### config.mk
export PLATFORM = sky130hd
export DESIGN_NAME = xfer_ctrl
export DESIGN_NICKNAME = d
export VERILOG_FILES = /design/src/rtl/xfer_pkg.sv /design/src/rtl/xfer_msclk.sv /design/src/rtl/xfer_debounce.sv /design/src/rtl/xfer_window.sv /design/src/rtl/xfer_ctrl.sv
export SDC_FILE = /design/constraint.sdc
export NUM_CORES = 1
export LEC_CHECK = 0
export ABC_AREA = 1
export BUFFER_PORTS_ARGS = -buffer_cell sky130_fd_sc_hd__buf_2
export CORE_UTILIZATION = 37
export DETAILED_ROUTE_END_ITERATION = 10
export PLACE_DENSITY_LB_ADDON = 0.15
export SETUP_SLACK_MARGIN = 0.2
export SLEW_MARGIN = 20
export SYNTH_ARGS = -nofsm -noshare
export SYNTH_HDL_FRONTEND = slang
export SYNTH_SLANG_ARGS = --single-unit
### constraint.sdc
create_clock -name clk -period 5.23 [get_ports clk]
set_input_delay 0.523 -clock clk [delete_from_list [all_inputs] [get_ports clk]]
set_output_delay 0.523 -clock clk [all_outputs]
set_load 0.02 [all_outputs]
### src/rtl/xfer_pkg.sv
package xfer_pkg;

  typedef enum logic [2:0] {
    MODE_NORMAL  = 3'd0,
    MODE_STANDBY = 3'd1,
    MODE_EMERG   = 3'd2,
    MODE_TEST    = 3'd3,
    MODE_FAULT   = 3'd4
  } mode_t;

  localparam int FAULT_W = 5;
  localparam int FB_TMO  = 4;

  // stable-band test: sample is at or above pct percent of target
  function automatic logic band_ok(input logic [31:0] i, input logic [31:0] t,
                                   input logic [31:0] pct);
    return (i * 32'd100) >= (t * pct);
  endfunction

endpackage

### src/rtl/xfer_msclk.sv
module xfer_msclk #(
  parameter int TICK_DIV = 125000,
  parameter int TS_W     = 16
) (
  input  logic            clk,
  input  logic            rst_n,
  output logic            tick,
  output logic [TS_W-1:0] ms_now
);
  localparam int DIV_W = (TICK_DIV > 1) ? $clog2(TICK_DIV) : 1;

  logic [DIV_W-1:0] div_q;

  assign tick = (div_q == DIV_W'(TICK_DIV - 1));

  always_ff @(posedge clk or negedge rst_n) begin
    if (!rst_n) begin
      div_q  <= '0;
      ms_now <= '0;
    end else if (tick) begin
      div_q <= '0;
      if (ms_now != '1) ms_now <= ms_now + 1'b1;
    end else begin
      div_q <= div_q + 1'b1;
    end
  end

  AST_MS_NO_WRAP: assert property (@(posedge clk) disable iff (!rst_n)
    ms_now >= $past(ms_now));

endmodule

### src/rtl/xfer_debounce.sv
module xfer_debounce #(
  parameter int DOWN_MS = 20,
  parameter int UP_MS   = 200
) (
  input  logic clk,
  input  logic rst_n,
  input  logic tick,
  input  logic raw,
  output logic line_ok
);
  localparam int LIM_MAX = (DOWN_MS > UP_MS) ? DOWN_MS : UP_MS;
  localparam int CNT_W   = $clog2(LIM_MAX + 1);

  logic [1:0]       sync_q;
  logic             raw_s;
  logic [CNT_W-1:0] cnt_q, cnt_inc, lim;
  logic             flip_evt;

  assign raw_s    = sync_q[1];
  assign cnt_inc  = cnt_q + 1'b1;
  assign lim      = line_ok ? CNT_W'(DOWN_MS) : CNT_W'(UP_MS);
  assign flip_evt = (raw_s != line_ok) && tick && (cnt_inc >= lim);

  always_ff @(posedge clk or negedge rst_n) begin
    if (!rst_n) begin
      sync_q  <= '0;
      cnt_q   <= '0;
      line_ok <= 1'b0;
    end else begin
      sync_q <= {sync_q[0], raw};
      if (raw_s == line_ok) begin
        cnt_q <= '0;
      end else if (flip_evt) begin
        line_ok <= raw_s;
        cnt_q   <= '0;
      end else if (tick) begin
        cnt_q <= cnt_inc;
      end
    end
  end

  AST_LINE_ON_TICK: assert property (@(posedge clk) disable iff (!rst_n)
    (line_ok != $past(line_ok)) |-> $past(tick));
  AST_LINE_FOLLOWS_RAW: assert property (@(posedge clk) disable iff (!rst_n)
    (line_ok != $past(line_ok)) |-> (line_ok == $past(raw_s)));

endmodule

### src/rtl/xfer_window.sv
module xfer_window
  import xfer_pkg::*;
#(
  parameter int SAMP_W     = 12,
  parameter int TS_W       = 16,
  parameter int HOLD_MS    = 50,
  parameter int MAX_MS     = 500,
  parameter int STABLE_PCT = 90
) (
  input  logic              clk,
  input  logic              rst_n,
  input  logic              tick,
  input  logic [TS_W-1:0]   ms_now,
  input  logic              start,
  input  logic              abort,
  input  logic [SAMP_W-1:0] iled,
  input  logic [SAMP_W-1:0] target,
  input  logic [SAMP_W-1:0] vbus,
  output logic              done,
  output logic              timeout,
  output logic [TS_W-1:0]   xfer_ms,
  output logic [SAMP_W-1:0] vbus_min,
  output logic              valid
);
  localparam int HW = $clog2(HOLD_MS + 1);
  localparam int EW = $clog2(MAX_MS + 1);

  logic            active, run;
  logic [HW-1:0]   hold_cnt;
  logic [EW-1:0]   elapsed;
  logic [TS_W-1:0] loss_ts, entry_ts;
  logic            in_band;

  assign in_band = band_ok(32'(iled), 32'(target), 32'(STABLE_PCT));
  assign done    = active && run && in_band && tick &&
                   ((hold_cnt + HW'(1)) >= HW'(HOLD_MS));
  assign timeout = active && !done && tick &&
                   ((elapsed + EW'(1)) >= EW'(MAX_MS));

  always_ff @(posedge clk or negedge rst_n) begin
    if (!rst_n) begin
      active <= 1'b0; run <= 1'b0; hold_cnt <= '0; elapsed <= '0;
      loss_ts <= '0; entry_ts <= '0; xfer_ms <= '0; vbus_min <= '0;
      valid <= 1'b0;
    end else if (start) begin
      active   <= 1'b1;
      loss_ts  <= ms_now;
      vbus_min <= vbus;
      run      <= 1'b0;
      hold_cnt <= '0;
      elapsed  <= '0;
      valid    <= 1'b0;
    end else begin
      if (active) begin
        if (vbus < vbus_min) vbus_min <= vbus;
        if (tick) elapsed <= elapsed + 1'b1;
        if (!in_band) begin
          run <= 1'b0; hold_cnt <= '0;
        end else if (!run) begin
          run <= 1'b1; entry_ts <= ms_now; hold_cnt <= '0;
        end else if (tick) begin
          hold_cnt <= hold_cnt + 1'b1;
        end
        if (done) begin
          valid   <= 1'b1;
          xfer_ms <= entry_ts - loss_ts;
          active  <= 1'b0;
        end
        if (timeout) active <= 1'b0;
      end
      if (abort) active <= 1'b0;
    end
  end

  AST_VMIN_NONRISING: assert property (@(posedge clk) disable iff (!rst_n)
    (active && $past(active) && !$past(start)) |-> (vbus_min <= $past(vbus_min)));
  AST_VALID_NEEDS_BAND: assert property (@(posedge clk) disable iff (!rst_n)
    $rose(valid) |-> ($past(in_band) && $past(run)));

endmodule

### src/rtl/xfer_ctrl.sv
module xfer_ctrl
  import xfer_pkg::*;
#(
  parameter int SAMP_W      = 12,
  parameter int TS_W        = 16,
  parameter int BO_W        = 8,
  parameter int TICK_DIV    = 125000,
  parameter int DOWN_MS     = 20,
  parameter int UP_MS       = 200,
  parameter int HOLD_MS     = 50,
  parameter int STABLE_PCT  = 90,
  parameter int MAX_XFER_MS = 500,
  parameter int BROWN_LVL   = 1000
) (
  input  logic              clk,
  input  logic              rst_n,
  input  logic              mains_raw,
  input  logic [SAMP_W-1:0] iled,
  input  logic [SAMP_W-1:0] iled_target,
  input  logic [SAMP_W-1:0] vbus,
  input  logic [3:0]        prot_flags,
  input  logic              test_req,
  input  logic              fault_clr,
  output logic              line_ok,
  output logic              xfer_en,
  output logic              inv_en,
  output logic [2:0]        mode,
  output logic [TS_W-1:0]   transfer_ms,
  output logic              xfer_valid,
  output logic [SAMP_W-1:0] vbus_min,
  output logic [BO_W-1:0]   brownout_cnt,
  output logic [4:0]        fault_bits
);
  logic            tick;
  logic [TS_W-1:0] ms_now;
  logic            win_start, win_abort, win_done, win_tmo;
  mode_t           mode_q, mode_nx;
  logic [FAULT_W-1:0] fault_q, fault_nx;
  logic            vbus_low, low_q, bo_evt;

  xfer_msclk #(.TICK_DIV(TICK_DIV), .TS_W(TS_W)) u_clk (
    .clk(clk), .rst_n(rst_n), .tick(tick), .ms_now(ms_now));

  xfer_debounce #(.DOWN_MS(DOWN_MS), .UP_MS(UP_MS)) u_deb (
    .clk(clk), .rst_n(rst_n), .tick(tick), .raw(mains_raw), .line_ok(line_ok));

  xfer_window #(.SAMP_W(SAMP_W), .TS_W(TS_W), .HOLD_MS(HOLD_MS),
                .MAX_MS(MAX_XFER_MS), .STABLE_PCT(STABLE_PCT)) u_win (
    .clk(clk), .rst_n(rst_n), .tick(tick), .ms_now(ms_now),
    .start(win_start), .abort(win_abort), .iled(iled), .target(iled_target),
    .vbus(vbus), .done(win_done), .timeout(win_tmo), .xfer_ms(transfer_ms),
    .vbus_min(vbus_min), .valid(xfer_valid));

  // fault latch: clear only when no flag is active, then merge new events
  always_comb begin
    fault_nx = fault_q;
    if (fault_clr && (prot_flags == '0)) fault_nx = '0;
    fault_nx[FB_TMO-1:0] = fault_nx[FB_TMO-1:0] | prot_flags;
    fault_nx[FB_TMO]     = fault_nx[FB_TMO] | win_tmo;
  end

  always_comb begin
    mode_nx = mode_q;
    unique case (mode_q)
      MODE_STANDBY: if (line_ok) mode_nx = MODE_NORMAL;
      MODE_NORMAL:  if (!line_ok) mode_nx = MODE_EMERG;
                    else if (test_req) mode_nx = MODE_TEST;
      MODE_EMERG:   if (line_ok) mode_nx = MODE_NORMAL;
      MODE_TEST:    if (!line_ok) mode_nx = MODE_EMERG;
                    else if (win_done) mode_nx = MODE_NORMAL;
      default:      mode_nx = MODE_STANDBY;
    endcase
    if (fault_nx != '0) mode_nx = MODE_FAULT;
  end

  assign win_start = ((mode_nx == MODE_EMERG) || (mode_nx == MODE_TEST)) &&
                     (mode_nx != mode_q);
  assign win_abort = !((mode_nx == MODE_EMERG) || (mode_nx == MODE_TEST));
  assign vbus_low  = (vbus < SAMP_W'(BROWN_LVL));
  assign bo_evt    = vbus_low && !low_q;

  always_ff @(posedge clk or negedge rst_n) begin
    if (!rst_n) begin
      mode_q       <= MODE_STANDBY;
      fault_q      <= '0;
      low_q        <= 1'b0;
      brownout_cnt <= '0;
    end else begin
      mode_q  <= mode_nx;
      fault_q <= fault_nx;
      low_q   <= vbus_low;
      if (bo_evt && (brownout_cnt != '1)) brownout_cnt <= brownout_cnt + 1'b1;
    end
  end

  assign mode       = mode_q;
  assign fault_bits = fault_q;
  assign xfer_en    = (mode_q == MODE_EMERG) || (mode_q == MODE_TEST);
  assign inv_en     = (mode_q == MODE_EMERG) || (mode_q == MODE_TEST);

  AST_NO_TEST_FROM_EMERG: assert property (@(posedge clk) disable iff (!rst_n)
    (mode_q == MODE_EMERG) |=> (mode_q != MODE_TEST));
  AST_TEST_NEEDS_LINE: assert property (@(posedge clk) disable iff (!rst_n)
    ((mode_q == MODE_TEST) && ($past(mode_q) != MODE_TEST)) |-> $past(line_ok));
  AST_FAULT_FORCES_MODE: assert property (@(posedge clk) disable iff (!rst_n)
    (fault_q != '0) |-> (mode_q == MODE_FAULT));
  AST_FAULT_STICKY: assert property (@(posedge clk) disable iff (!rst_n)
    (($past(fault_q) != '0) && !$past(fault_clr)) |->
      ((fault_q & $past(fault_q)) == $past(fault_q)));
  AST_RESTORE_DEBOUNCED: assert property (@(posedge clk) disable iff (!rst_n)
    ((mode_q == MODE_NORMAL) && ($past(mode_q) == MODE_EMERG)) |-> $past(line_ok));
  AST_BROWNOUT_STEP: assert property (@(posedge clk) disable iff (!rst_n)
    (brownout_cnt == $past(brownout_cnt)) ||
    (brownout_cnt == $past(brownout_cnt) + 1'b1));

endmodule

## Word-level counts from Yosys, hierarchy flattened

Index checks and enable logic that the tools add are counted.

- Add/subtract/negate cells: 7
- Multipliers: 2
- Divide/modulo/power cells: 0
- $lt $le $gt $ge: 6
- Eq/ne operators: 12
- Shift-type cells: 0
- Muxes and demuxes: 35
- Bitwise operators: 5
- Reduce and logical (&&, ||, !) cells: 34

Operators by type and width:

| operator | count |
|---|---|
| $mux W12 | 3 |
| $mux W8 | 4 |
| $mux W6 | 5 |
| $mux W9 | 3 |
| $ge A19 B19 Y1 | 1 |
| $mul A12 B6 Y18 const B | 1 |
| $mux W3 | 6 |
| $add A17 B1 Y17 const B | 1 |
| $eq A17 B17 Y1 const B | 1 |
| $mul A12 B5 Y17 const B | 1 |
| $mux W17 | 1 |
| $add A16 B1 Y16 const B | 1 |
| $add A8 B1 Y8 const B | 2 |
| $ne A16 B16 Y1 const B | 1 |
| $sub A16 B16 Y16 | 1 |
| $logic_and A1 B1 Y1 | 13 |
| $eq A3 B2 Y1 const B | 4 |
| $lt A12 B10 Y1 const B | 1 |
| $lt A12 B12 Y1 | 1 |
| $reduce_and A2 Y1 | 6 |
| $mux W1 | 11 |
| $add A9 B1 Y9 const B | 1 |
| $ge A9 B9 Y1 const B | 1 |
| $pmux W3 S3 | 1 |
| other kinds (23) | 30 |

- Flip-flop bits (word level): 139
- Bits in latches: 0
- Bits in writable memories: 0
- Bits in read-only memories: 0
- Bits of input ports: 45
- Output and inout bits: 48
- Logic and storage cells: 119
- Memories kept: 0

## Longest topological paths before layout

Gate-level depths: netlist of the first run.

- Word-level depth: 17
- Mapped depth: 35
- Mapped depth without buffers: 33

## Cells and area by module

Synthesis of the first run repeated with hierarchy kept, for this count alone.

- Cell total of the unflattened synthesis: 1495
- Area total of the unflattened synthesis: 11174.5 µm²

By module, submodules not included:

| module | times used | cells an instance | area an instance (µm²) |
|---|---|---|---|
| xfer_window | 1 | 971 | 7410.9 |
| xfer_msclk | 1 | 322 | 2113.3 |
| xfer_ctrl | 1 | 116 | 937.1 |
| xfer_debounce | 1 | 86 | 713.2 |

## Worst setup path after synthesis of the first run

Ideal clock, no wire load.

- Path kind: input port to flip-flop
- From: input port iled_target[7]
- To: register u_win.vbus_min[10]
- Data arrival time: 5129 ps
- Data required time: 5112 ps
- Setup slack: -16 ps
- Stages: 33
- Cell sequence: ha_1 > fa_1 > inv_1 > fa_1 > inv_1 > ha_1 > inv_1 > nor4_1 > nand2_1 > o311ai_0 > nand3_1 > nand2_1 > a21oi_1 > nor2_1 > nor2_1 > xor2_1 > ha_1 > nand4_1 > nor2_1 > nand3_1 > nand3_1 > buf_2 > nand3_1 > o21ai_1 > nand2_1 > nand2_1 > nor2_4 > nand3_2 > buf_6 > nand2_4 > buf_6 > nand2_2 > o21ai_2

- Word-level cells in the longest chain between the ends: 17
- Elaborated cells between the ends (all ways): 24
- Those cells by class: mul (1); order compare (1); eq/ne (3); mux (5); bitwise (1); reduce/logical (13)

Ends and longest elaborated chain:

| what | line | text |
|---|---|---|
| from (decl) | xfer_ctrl.sv:19 | `input logic [SAMP_W-1:0] iled_target,` |
| $mul A12 B6 Y18 (*) | xfer_pkg.sv:17 | `return (i * 32'd100) >= (t * pct);` |
| $ge A19 B19 Y1 (*) | xfer_pkg.sv:17 |  |
| $logic_and A1 B1 Y1 (*) (3 in series) | xfer_window.sv:35 | `assign done = active && run && in_band && tick &&` |
| $logic_not A1 Y1 | xfer_window.sv:37 | `assign timeout = active && !done && tick &&` |
| $logic_and A1 B1 Y1 (3 in series) | xfer_window.sv:37 |  |
| $or A1 B1 Y1 | xfer_ctrl.sv:59 | `fault_nx[FB_TMO] = fault_nx[FB_TMO] \| win_tmo;` |
| $reduce_bool A5 Y1 | xfer_ctrl.sv:73 | `if (fault_nx != '0) mode_nx = MODE_FAULT;` |
| $mux W3 (*) | xfer_ctrl.sv:73 |  |
| named net mode_nx[1] | xfer_ctrl.sv:37 | `mode_t mode_q, mode_nx;` |
| $eq A3 B2 Y1 | xfer_ctrl.sv:76 | `assign win_start = ((mode_nx == MODE_EMERG) \|\| (mode_nx == MODE_TEST)) &&` |
| $logic_or A1 B1 Y1 | xfer_ctrl.sv:76 |  |
| $logic_and A1 B1 Y1 (*) | xfer_ctrl.sv:76 |  |
| $reduce_bool A2 Y1 (no line) | - |  |
| $reduce_and A2 Y1 (no line) | - |  |
| to (signal assigned) | xfer_window.sv:48 | `vbus_min <= vbus;` |
| to (signal assigned) | xfer_window.sv:55 | `if (vbus < vbus_min) vbus_min <= vbus;` |
| to (decl) | xfer_window.sv:22 | `output logic [SAMP_W-1:0] vbus_min,` |

The timed path passes the listed nets; every way through them passes the cells marked *.
A chain may end at the register's enable or synchronous reset.

## Worst setup path after layout of the first run

- From: input port iled_target[3]
- To: register u_win.entry_ts[6]

- Word-level cells in the longest chain between the ends: 17
- Elaborated cells between the ends (all ways): 22
- Those cells by class: mul (1); order compare (1); eq/ne (3); mux (4); bitwise (2); reduce/logical (11)

Ends and longest elaborated chain:

| what | line | text |
|---|---|---|
| $mul A12 B6 Y18 (*) | xfer_pkg.sv:17 |  |
| $ge A19 B19 Y1 (*) | xfer_pkg.sv:17 |  |
| $logic_and A1 B1 Y1 (*) (3 in series) | xfer_window.sv:35 |  |
| $logic_not A1 Y1 | xfer_window.sv:37 |  |
| $logic_and A1 B1 Y1 (3 in series) | xfer_window.sv:37 |  |
| $or A1 B1 Y1 | xfer_ctrl.sv:59 |  |
| $reduce_bool A5 Y1 | xfer_ctrl.sv:73 |  |
| $mux W3 (*) | xfer_ctrl.sv:73 |  |
| named net mode_nx[1] | xfer_ctrl.sv:37 |  |
| $eq A3 B2 Y1 | xfer_ctrl.sv:76 |  |
| $logic_or A1 B1 Y1 | xfer_ctrl.sv:76 |  |
| $logic_and A1 B1 Y1 (*) | xfer_ctrl.sv:76 |  |
| $not A1 Y1 (no line) (*) | - |  |
| $reduce_and A4 Y1 (no line) (*) | - |  |
| to (signal assigned) | xfer_window.sv:43 | `loss_ts <= '0; entry_ts <= '0; xfer_ms <= '0; vbus_min <= '0;` |
| to (signal assigned) | xfer_window.sv:60 | `run <= 1'b1; entry_ts <= ms_now; hold_cnt <= '0;` |
| to (decl) | xfer_window.sv:31 | `logic [TS_W-1:0] loss_ts, entry_ts;` |

Marks and branches as above.

==> results of run 1 <==
==> worst paths after layout <==
path / startpoint / endpoint / slack [ps]
setup / recovery: iled_target[3] / u_win.entry_ts[6] / 80
max in group asynchronous: rst_n / u_win.loss_ts[6] / 4020
setup reg to reg: u_clk.div_q[0] / u_win.entry_ts[6] / 2390
hold / removal: mains_raw / u_deb.sync_q[0] / 200
min in group asynchronous: rst_n / u_deb.cnt_q[3] / 220
hold reg to reg: u_deb.sync_q[0] / u_deb.sync_q[1] / 350
==> report_power, final <==
| group | leakage (uW) | internal [uW] | switching, uW |
|---|---|---|---|
| Sequential | 0.00180 | 1100 | 25.6 |
| Combinational | 0.00482 | 768 | 853 |
| Clock | 0.000275 | 661 | 506 |
| Total | 0.00689 | 2530 | 1380 |
==> sequential cells by signal, indices dropped and copies added (netlist names), 2 cells and up <==
signal and cells:
u_win.entry_ts 16, u_clk.ms_now 16, mode 3, u_clk.div_q 17, u_win.elapsed 9, u_win.vbus_min 12, u_deb.sync_q 2, u_deb.cnt_q 8
u_win.hold_cnt 6, u_win.loss_ts 16, brownout_cnt 8, fault_bits 5, u_win.xfer_ms 16
==> cell type report <==
| class | count | area, um2 | area share (%) |
|---|---|---|---|
| timing repair buffer | 199 | 1540 | 11.5 |
| sequential | 139 | 3480 | 25.9 |
| tap | 372 | 465 | 3.47 |
| clock inverter | 15 | 139 | 1.04 |
| clock buffer | 17 | 425 | 3.17 |
| multi-input combinational | 833 | 6390 | 47.6 |
| timing repair inverter | 1 | 6.26 | 0.0467 |
| inverter | 252 | 966 | 7.20 |
==> cell families (layout without fill, tap and decap cells) <==
| family | count (synthesis) | after routing | share of synthesized area (%) |
|---|---|---|---|
| compound gates | 199 | 199 | 11.5 |
| xor+xnor | 72 | 72 | 6.12 |
| fa+ha+maj | 156 | 156 | 20.8 |
| mux | 1 | 1 | 0.109 |
| simple gates | 405 | 405 | 17.4 |
| flops | 139 | 139 | 33.8 |
| buf+inv | 270 | 484 | 10.3 |
==> layer usage <==
metal / wire length [um] / global-route usage, %
met1: 10900 / 21.4
met4: 323 / 5.22
met3: 698 / 2.41
met5: 0 / 0
met2: 11200 / 28.0
==> cells in the final DEF (no fill, tap or decap), types with 7 or more instances in the layout <==
cell and count:
nor2_1 71, o21ai_2 18, clkbuf_16 20, nand4_1 17, a21oi_1 58, nand2_2 28
nand3_1 47, ha_1 105, inv_1 233, xor2_1 54, buf_2 82, nor3_1 14
nand2_1 190, fa_1 24, nand2_4 7, buf_4 94, xnor2_1 18, o21ai_1 32
inv_2 13, ha_4 25, dfrtp_1 138, o21ai_0 33
==> metrics by stage <==
step / setup TNS, ps / cells / setup slack [ps] / power [uW]
floorplan: 0 / 1242 / 201 / 2090
global placement: -20570 / 1767 / -319 / 2550
detailed placement: -22870 / 1767 / -358 / 2560
CTS: 0 / 1817 / 164 / 3860
global route: -8530 / 1828 / -212 / 4210
finish: 0 / 1828 / 82.7 / 3920
==> repair_timing <==
item,in CTS,in global routing
buffers inserted,14,7
endpoints found under the setup margin,68,78
pin swaps,27,27
gates cloned,4,4
resized for setup,76,71
==> critical path: cells and delay by family <==
| family | cells | cell delay [ps] |
|---|---|---|
| adder cells (fa/ha/maj) | 5 | 1890 |
| XOR/XNOR | 1 | 140 |
| buffers and inverters | 6 | 560 |
| AO/OA/AOI/OAI | 4 | 340 |
| AND/OR/NAND/NOR | 17 | 1970 |
==> impl_metrics.py, run 1 <==
metrics = {
    "critical_path": {
        "crit_path_top_delay_cell": "fa_1",
        "cpPeakStageDelay_ps": 540,
        "critPathKind": "input port to flip-flop",
        "worstPathArrival_ps": 5460,
        "crit_path_start_kind": "input port",
        "required_ps": 5540,
        "reg2regPathDepth": 18,
        "path_max_fanout": 8,
        "cpMostUsedCell": "nand2_1",
        "worst_setup_path_end_kind": "flip-flop",
    },
    "clock_network": {
        "root_buffer": "clkbuf_16",
        "hold_buffers": 0,
        "clk_pin_slew_ps": 60,
        "cts_tree": "built",
        "htree_levels": 4,
        "insertion_delay_ps": 430,
        "cts_sinks": 139,
        "cts-buffers-inserted": 17,
        "clockBufferDepth": 2,
    },
    "synth": {
        "synthFlopType": "dfrtp_1",
        "syn-instance-count": 1242,
        "ys_warn_count": 0,
        "synth_area_um2": 10300,
        "yosysMostFrequentCell": "inv_1",
        "synth_commonest_cells": "inv_1 (248), nand2_1 (216), dfrtp_1 (138)",
        "yosys.cell_types.count": 53,
        "synth-edff-count": 0,
        "ys_top_cells_by_area": "dfrtp_1 (34%), ha_1 (16%), inv_1 (9.0%), nand2_1 (7.9%), fa_1 (5.1%)",
        "synth_top_area_share_pct": 33.5,
        "avgSynthCellArea_um2": 8.30,
        "yosysTopAreaCell": "dfrtp_1",
        "yosys_register_bits": 139,
        "ys_seq_area_share_pct": 33.8,
        "async_flop_share_pct": 100,
        "synth.net_count": 1443,
    },
    "finish": {
        "drive_above_1_share_pct": 25.0,
        "syn_to_final_growth_pct": 30.1,
        "utilization_pct": 49.5,
        "final_area_um2": 13400,
        "antennaDiodeCount": 0,
        "fillers": 2597,
        "nets": 1644,
    },
    "sta": {
        "fin_skew_ps": 11.7,
        "grt_setup_unrepaired": "true",
        "final.period_utilization_pct": 98.4,
        "relSlewSlack_pct": 41.8,
        "fin_crit_ps": 5150,
        "fmax_mhz": 194,
        "whs_ps": 202,
        "hold_violations": 0,
        "setup_viol": 0,
        "worst_pin_slew_ps": 873,
        "slew_viol_final": 0,
    },
    "die": {
        "die_y_um": 169,
        "start_util_pct": 38.0,
        "die_x_um": 169,
        "io_pins": 93,
        "core_um2": 27100,
        "rows": 60,
        "dieArea_um2": 28500,
    },
    "placement": {
        "place_hpwl_um": 16900,
        "numPortBuffers": 92,
        "gp_congestion": 0.806,
        "placed_area_um2": 11900,
    },
    "drt": {
        "drt_iter0_markers": 321,
        "vias": 8484,
        "routed_via_density": 4.64,
        "firstDrtPassIters": 4,
        "routed_wl_um": 23100,
        "wl_per_cell_um": 12.6,
        "ant_nets": 0,
        "drc_errors": 0,
    },
    "hold_path": {
        "hold_path.class": "input port to flip-flop",
        "hold_depth": 1,
    },
    "global_routing": {
        "antenna_found_initial": 0,
        "grt_pass1_vias": 8167,
        "grt_max_degree": 109,
        "grt_pass1_wl_um": 37900,
        "grtUsageTotal_pct": 16.4,
        "gr-total-overflow": 0,
    },
    "pwr": {
        "power_leakage_uw": 0.00689,
        "peakVddDrop_mv": 0.220,
        "p_per_area_nw_per_um2": 292,
    },
    "flow_run": {
        "cap_violations": 0,
    },
    "outcome": {
        "status": "completed",
    },
}
No activity file was read; power rests on OpenSTA's default activity.
==> run 2: changes to the inputs <==
--- a/config.mk
+++ b/config.mk
@@ -5,13 +5,11 @@
 export SDC_FILE = /design/constraint.sdc
 export NUM_CORES = 1
 export LEC_CHECK = 0
-export ABC_AREA = 1
 export BUFFER_PORTS_ARGS = -buffer_cell sky130_fd_sc_hd__buf_2
 export CORE_UTILIZATION = 37
 export DETAILED_ROUTE_END_ITERATION = 10
-export PLACE_DENSITY_LB_ADDON = 0.15
 export SETUP_SLACK_MARGIN = 0.2
-export SLEW_MARGIN = 20
+export SLEW_MARGIN = 30
 export SYNTH_ARGS = -nofsm -noshare
 export SYNTH_HDL_FRONTEND = slang
 export SYNTH_SLANG_ARGS = --single-unit
==> impl_metrics.py, run 2 <==
metrics = {
    "sta": {
        "setup_viol": 0,
        "slew_viol_final": 0,
        "fin_ws_ps": 154,
        "grt_setup_unrepaired": "true",
        "worst_pin_slew_ps": 863,
        "fin_skew_ps": 18.0,
        "fin_crit_ps": 5080,
        "whs_ps": 163,
        "final.period_utilization_pct": 97.0,
        "hold_violations": 0,
        "relSlewSlack_pct": 41.6,
        "fmax_mhz": 197,
    },
    "critical_path": {
        "worstPathArrival_ps": 5370,
        "endpoint": "u_win.entry_ts[1]",
        "path_delay_family": "adder cells",
        "crit_path_top_delay_cell": "fa_1",
        "r2r_end": "u_win.entry_ts[1]",
        "cpPeakStageDelay_ps": 580,
        "ff2ff_setup_slack_ps": 1610,
        "crit_path_start_kind": "input port",
        "path_max_fanout": 8,
        "required_ps": 5530,
        "reg2reg_from": "u_clk.div_q[0]",
        "timing.critical_path.buf_inv": 3,
        "critical_path_depth": 24,
        "path_cells": "buf_2 > ha_1 > ha_1 > fa_1 > ha_4 > nor2b_1 > o21ai_1 > a21boi_2 > o21ai_2 > a21oi_2 > and4_4 > o31ai_4 > xnor2_1 > ha_1 > nand2_2 > nor2_4 > nand2_2 > a211oi_4 > or2_4 > a211oi_4 > buf_12 > a311oi_4 > buf_6 > mux2_4",
        "critPathKind": "input port to flip-flop",
        "reg2regPathDepth": 11,
        "worst_setup_path_end_kind": "flip-flop",
        "cpMostUsedCell": "ha_1",
        "cp-startpoint": "iled[2]",
    },
    "pwr": {
        "p_int_uw": 2550,
        "p_per_area_nw_per_um2": 305,
        "peakVddDrop_mv": 0.216,
        "p_switching_uw": 1330,
        "p_clk_share_pct": 30.5,
        "switching_share_pct": 34.3,
        "comb_power_share_pct": 39.7,
        "p_seq_share_pct": 29.7,
        "power_leakage_uw": 0.00618,
    },
    "drt": {
        "routed_via_density": 4.92,
        "wl_per_cell_um": 13.9,
        "routed_wl_um": 21300,
        "vias": 7545,
        "drc_errors": 0,
        "drt_iter0_markers": 291,
        "firstDrtPassIters": 5,
        "ant_nets": 0,
    },
    "clock_network": {
        "cts-buffers-inserted": 17,
        "cts_sinks": 139,
        "root_buffer": "clkbuf_16",
        "cts_tree": "built",
        "clockBufferDepth": 2,
        "clk_pin_slew_ps": 60,
        "htree_levels": 4,
        "insertion_delay_ps": 430,
    },
    "finish": {
        "final_area_um2": 12700,
        "layout_commonest_cell": "dfrtp_1",
        "regMostFlops": "u_clk.div_q",
        "drive_above_1_share_pct": 28.5,
        "largest_reg_flops": 17,
        "syn_to_final_growth_pct": 25.0,
        "layout_common_cells": "dfrtp_1 (138), inv_1 (124), ha_1 (114)",
        "fillers": 2493,
        "fin_cells": 1532,
        "nets": 1379,
        "antennaDiodeCount": 0,
    },
    "hold_path": {
        "hold_path.class": "input port to async pin",
    },
    "synth": {
        "async_flop_share_pct": 100,
        "synth-edff-count": 0,
        "ys_warn_count": 0,
        "synth.net_count": 1203,
        "yosysTopAreaCell": "dfrtp_1",
        "avgSynthCellArea_um2": 10.1,
        "synthFlopType": "dfrtp_1",
        "synth_area_um2": 10200,
        "syn-instance-count": 1002,
        "yosys.cell_types.count": 67,
        "synth_commonest_cells": "dfrtp_1 (138), inv_1 (135), ha_1 (130)",
        "yosys_register_bits": 139,
        "ys_top_cells_by_area": "dfrtp_1 (34%), ha_1 (16%), fa_1 (5.1%), xnor2_1 (5.0%), inv_1 (5.0%)",
        "ys_seq_area_share_pct": 34.2,
        "synth_top_area_share_pct": 34.0,
        "yosysMostFrequentCell": "dfrtp_1",
    },
    "global_routing": {
        "antenna_found_initial": 0,
        "grt_max_degree": 90,
        "grt_pass1_wl_um": 35900,
        "grt_pass1_vias": 7570,
        "grtUsageTotal_pct": 15.7,
        "gr-total-overflow": 0,
    },
    "placement": {
        "dp_cells": 1489,
        "gp_congestion": 0.825,
        "numPortBuffers": 92,
        "place_hpwl_um": 16100,
        "post-place-ws_ps": -487,
        "placed_area_um2": 11700,
    },
    "die": {
        "start_util_pct": 37.7,
        "io_pins": 93,
        "dieArea_um2": 28200,
        "rows": 60,
        "die_x_um": 168,
        "core_um2": 27000,
        "die_y_um": 168,
    },
    "outcome": {
        "status": "completed",
    },
    "flow_run": {
        "cap_violations": 0,
    },
}
==> run 2: cell count changes after synthesis, sizes merged, moves of 12 or more <==
cell    previous run  this run
mux2               1        60
nand3             52        33
a21oi             66        38
nand2b             0        14
xor2              54        31
and3               0        20
o21ai             83        29
nand2            227        56
xnor2             18        58
nor2              78        59
inv              252       135
nor2b              0        12
==> run 2: per-stage QoR <==
stage	setup TNS (ps)	util (%)	power (uW)
floorplan	-2070	-	2110
global placement	-16010	43.5	2530
detailed placement	-23970	43.5	2550
CTS	0	46.4	3850
global route	-3340	47.2	4160
finish	0	47.2	3880
==> run 2: power groups by stage <==
| stage | Combinational [uW] | Clock [uW] | Sequential (uW) |
|---|---|---|---|
| after detailed placement | 1380 | 0 | 1170 |
| final | 1540 | 1180 | 1150 |
| after floorplan | 911 | 0 | 1200 |
| after CTS | 1490 | 1220 | 1150 |
| after global placement | 1360 | 0 | 1170 |
| after global routing | 1750 | 1260 | 1160 |
==> run 2: timing repair <==
item                                   in CTS  in global routing
endpoints found under the hold margin       0                  0
setup endpoints to repair                  59                 77
buffers inserted                            7                  2
pin swaps                                  33                 21
hold buffers                                0                  0
gates cloned                                0                  2
resized for setup                          31                 37
==> run 2: logic make-up after synthesis <==
| logic type | synth area share, % |
|---|---|
| xor gates and xnor gates | 7.67 |
| AOI/OAI and AO/OA | 9.89 |
| and+or+nand+nor | 13.5 |
| DFF | 34.2 |
| adders and majority gates | 21.1 |
| buffers and inverters | 5.98 |
| muxes | 7.60 |
==> run 2: layer usage <==
layer | part of all wire (%) | GRT usage, % | wire (um)
met5 | 0 | 0 | 0
met4 | 0.82 | 3.95 | 175
met3 | 3.2 | 2.89 | 688
met2 | 46 | 25.2 | 9720
met1 | 50 | 21.7 | 10700
==> run 2: final cells by class <==
| class | count | area, um2 | share of cell area, % |
|---|---|---|---|
| clock buffers | 18 | 429 | 3.38 |
| clock inverters | 14 | 148 | 1.16 |
| inverters | 135 | 507 | 3.99 |
| multi-input cells | 712 | 6510 | 51.2 |
| flip-flops and latches | 139 | 3480 | 27.4 |
| well taps | 341 | 427 | 3.36 |
| repair buffers | 173 | 1210 | 9.52 |
==> run 2: worst min-delay path by stage <==
| stage | from | endpoint |
|---|---|---|
| 5_1_grt | mains_raw | u_deb.sync_q[0] |
| 3_5_place_dp | u_deb.sync_q[0] | u_deb.sync_q[1] |
| 4_1_cts | mains_raw | u_deb.sync_q[0] |
| 2_1_floorplan | rst_n | brownout_cnt[0] |
| 3_3_place_gp | u_deb.sync_q[0] | u_deb.sync_q[1] |
| 6_report | rst_n | u_win.xfer_ms[5] |
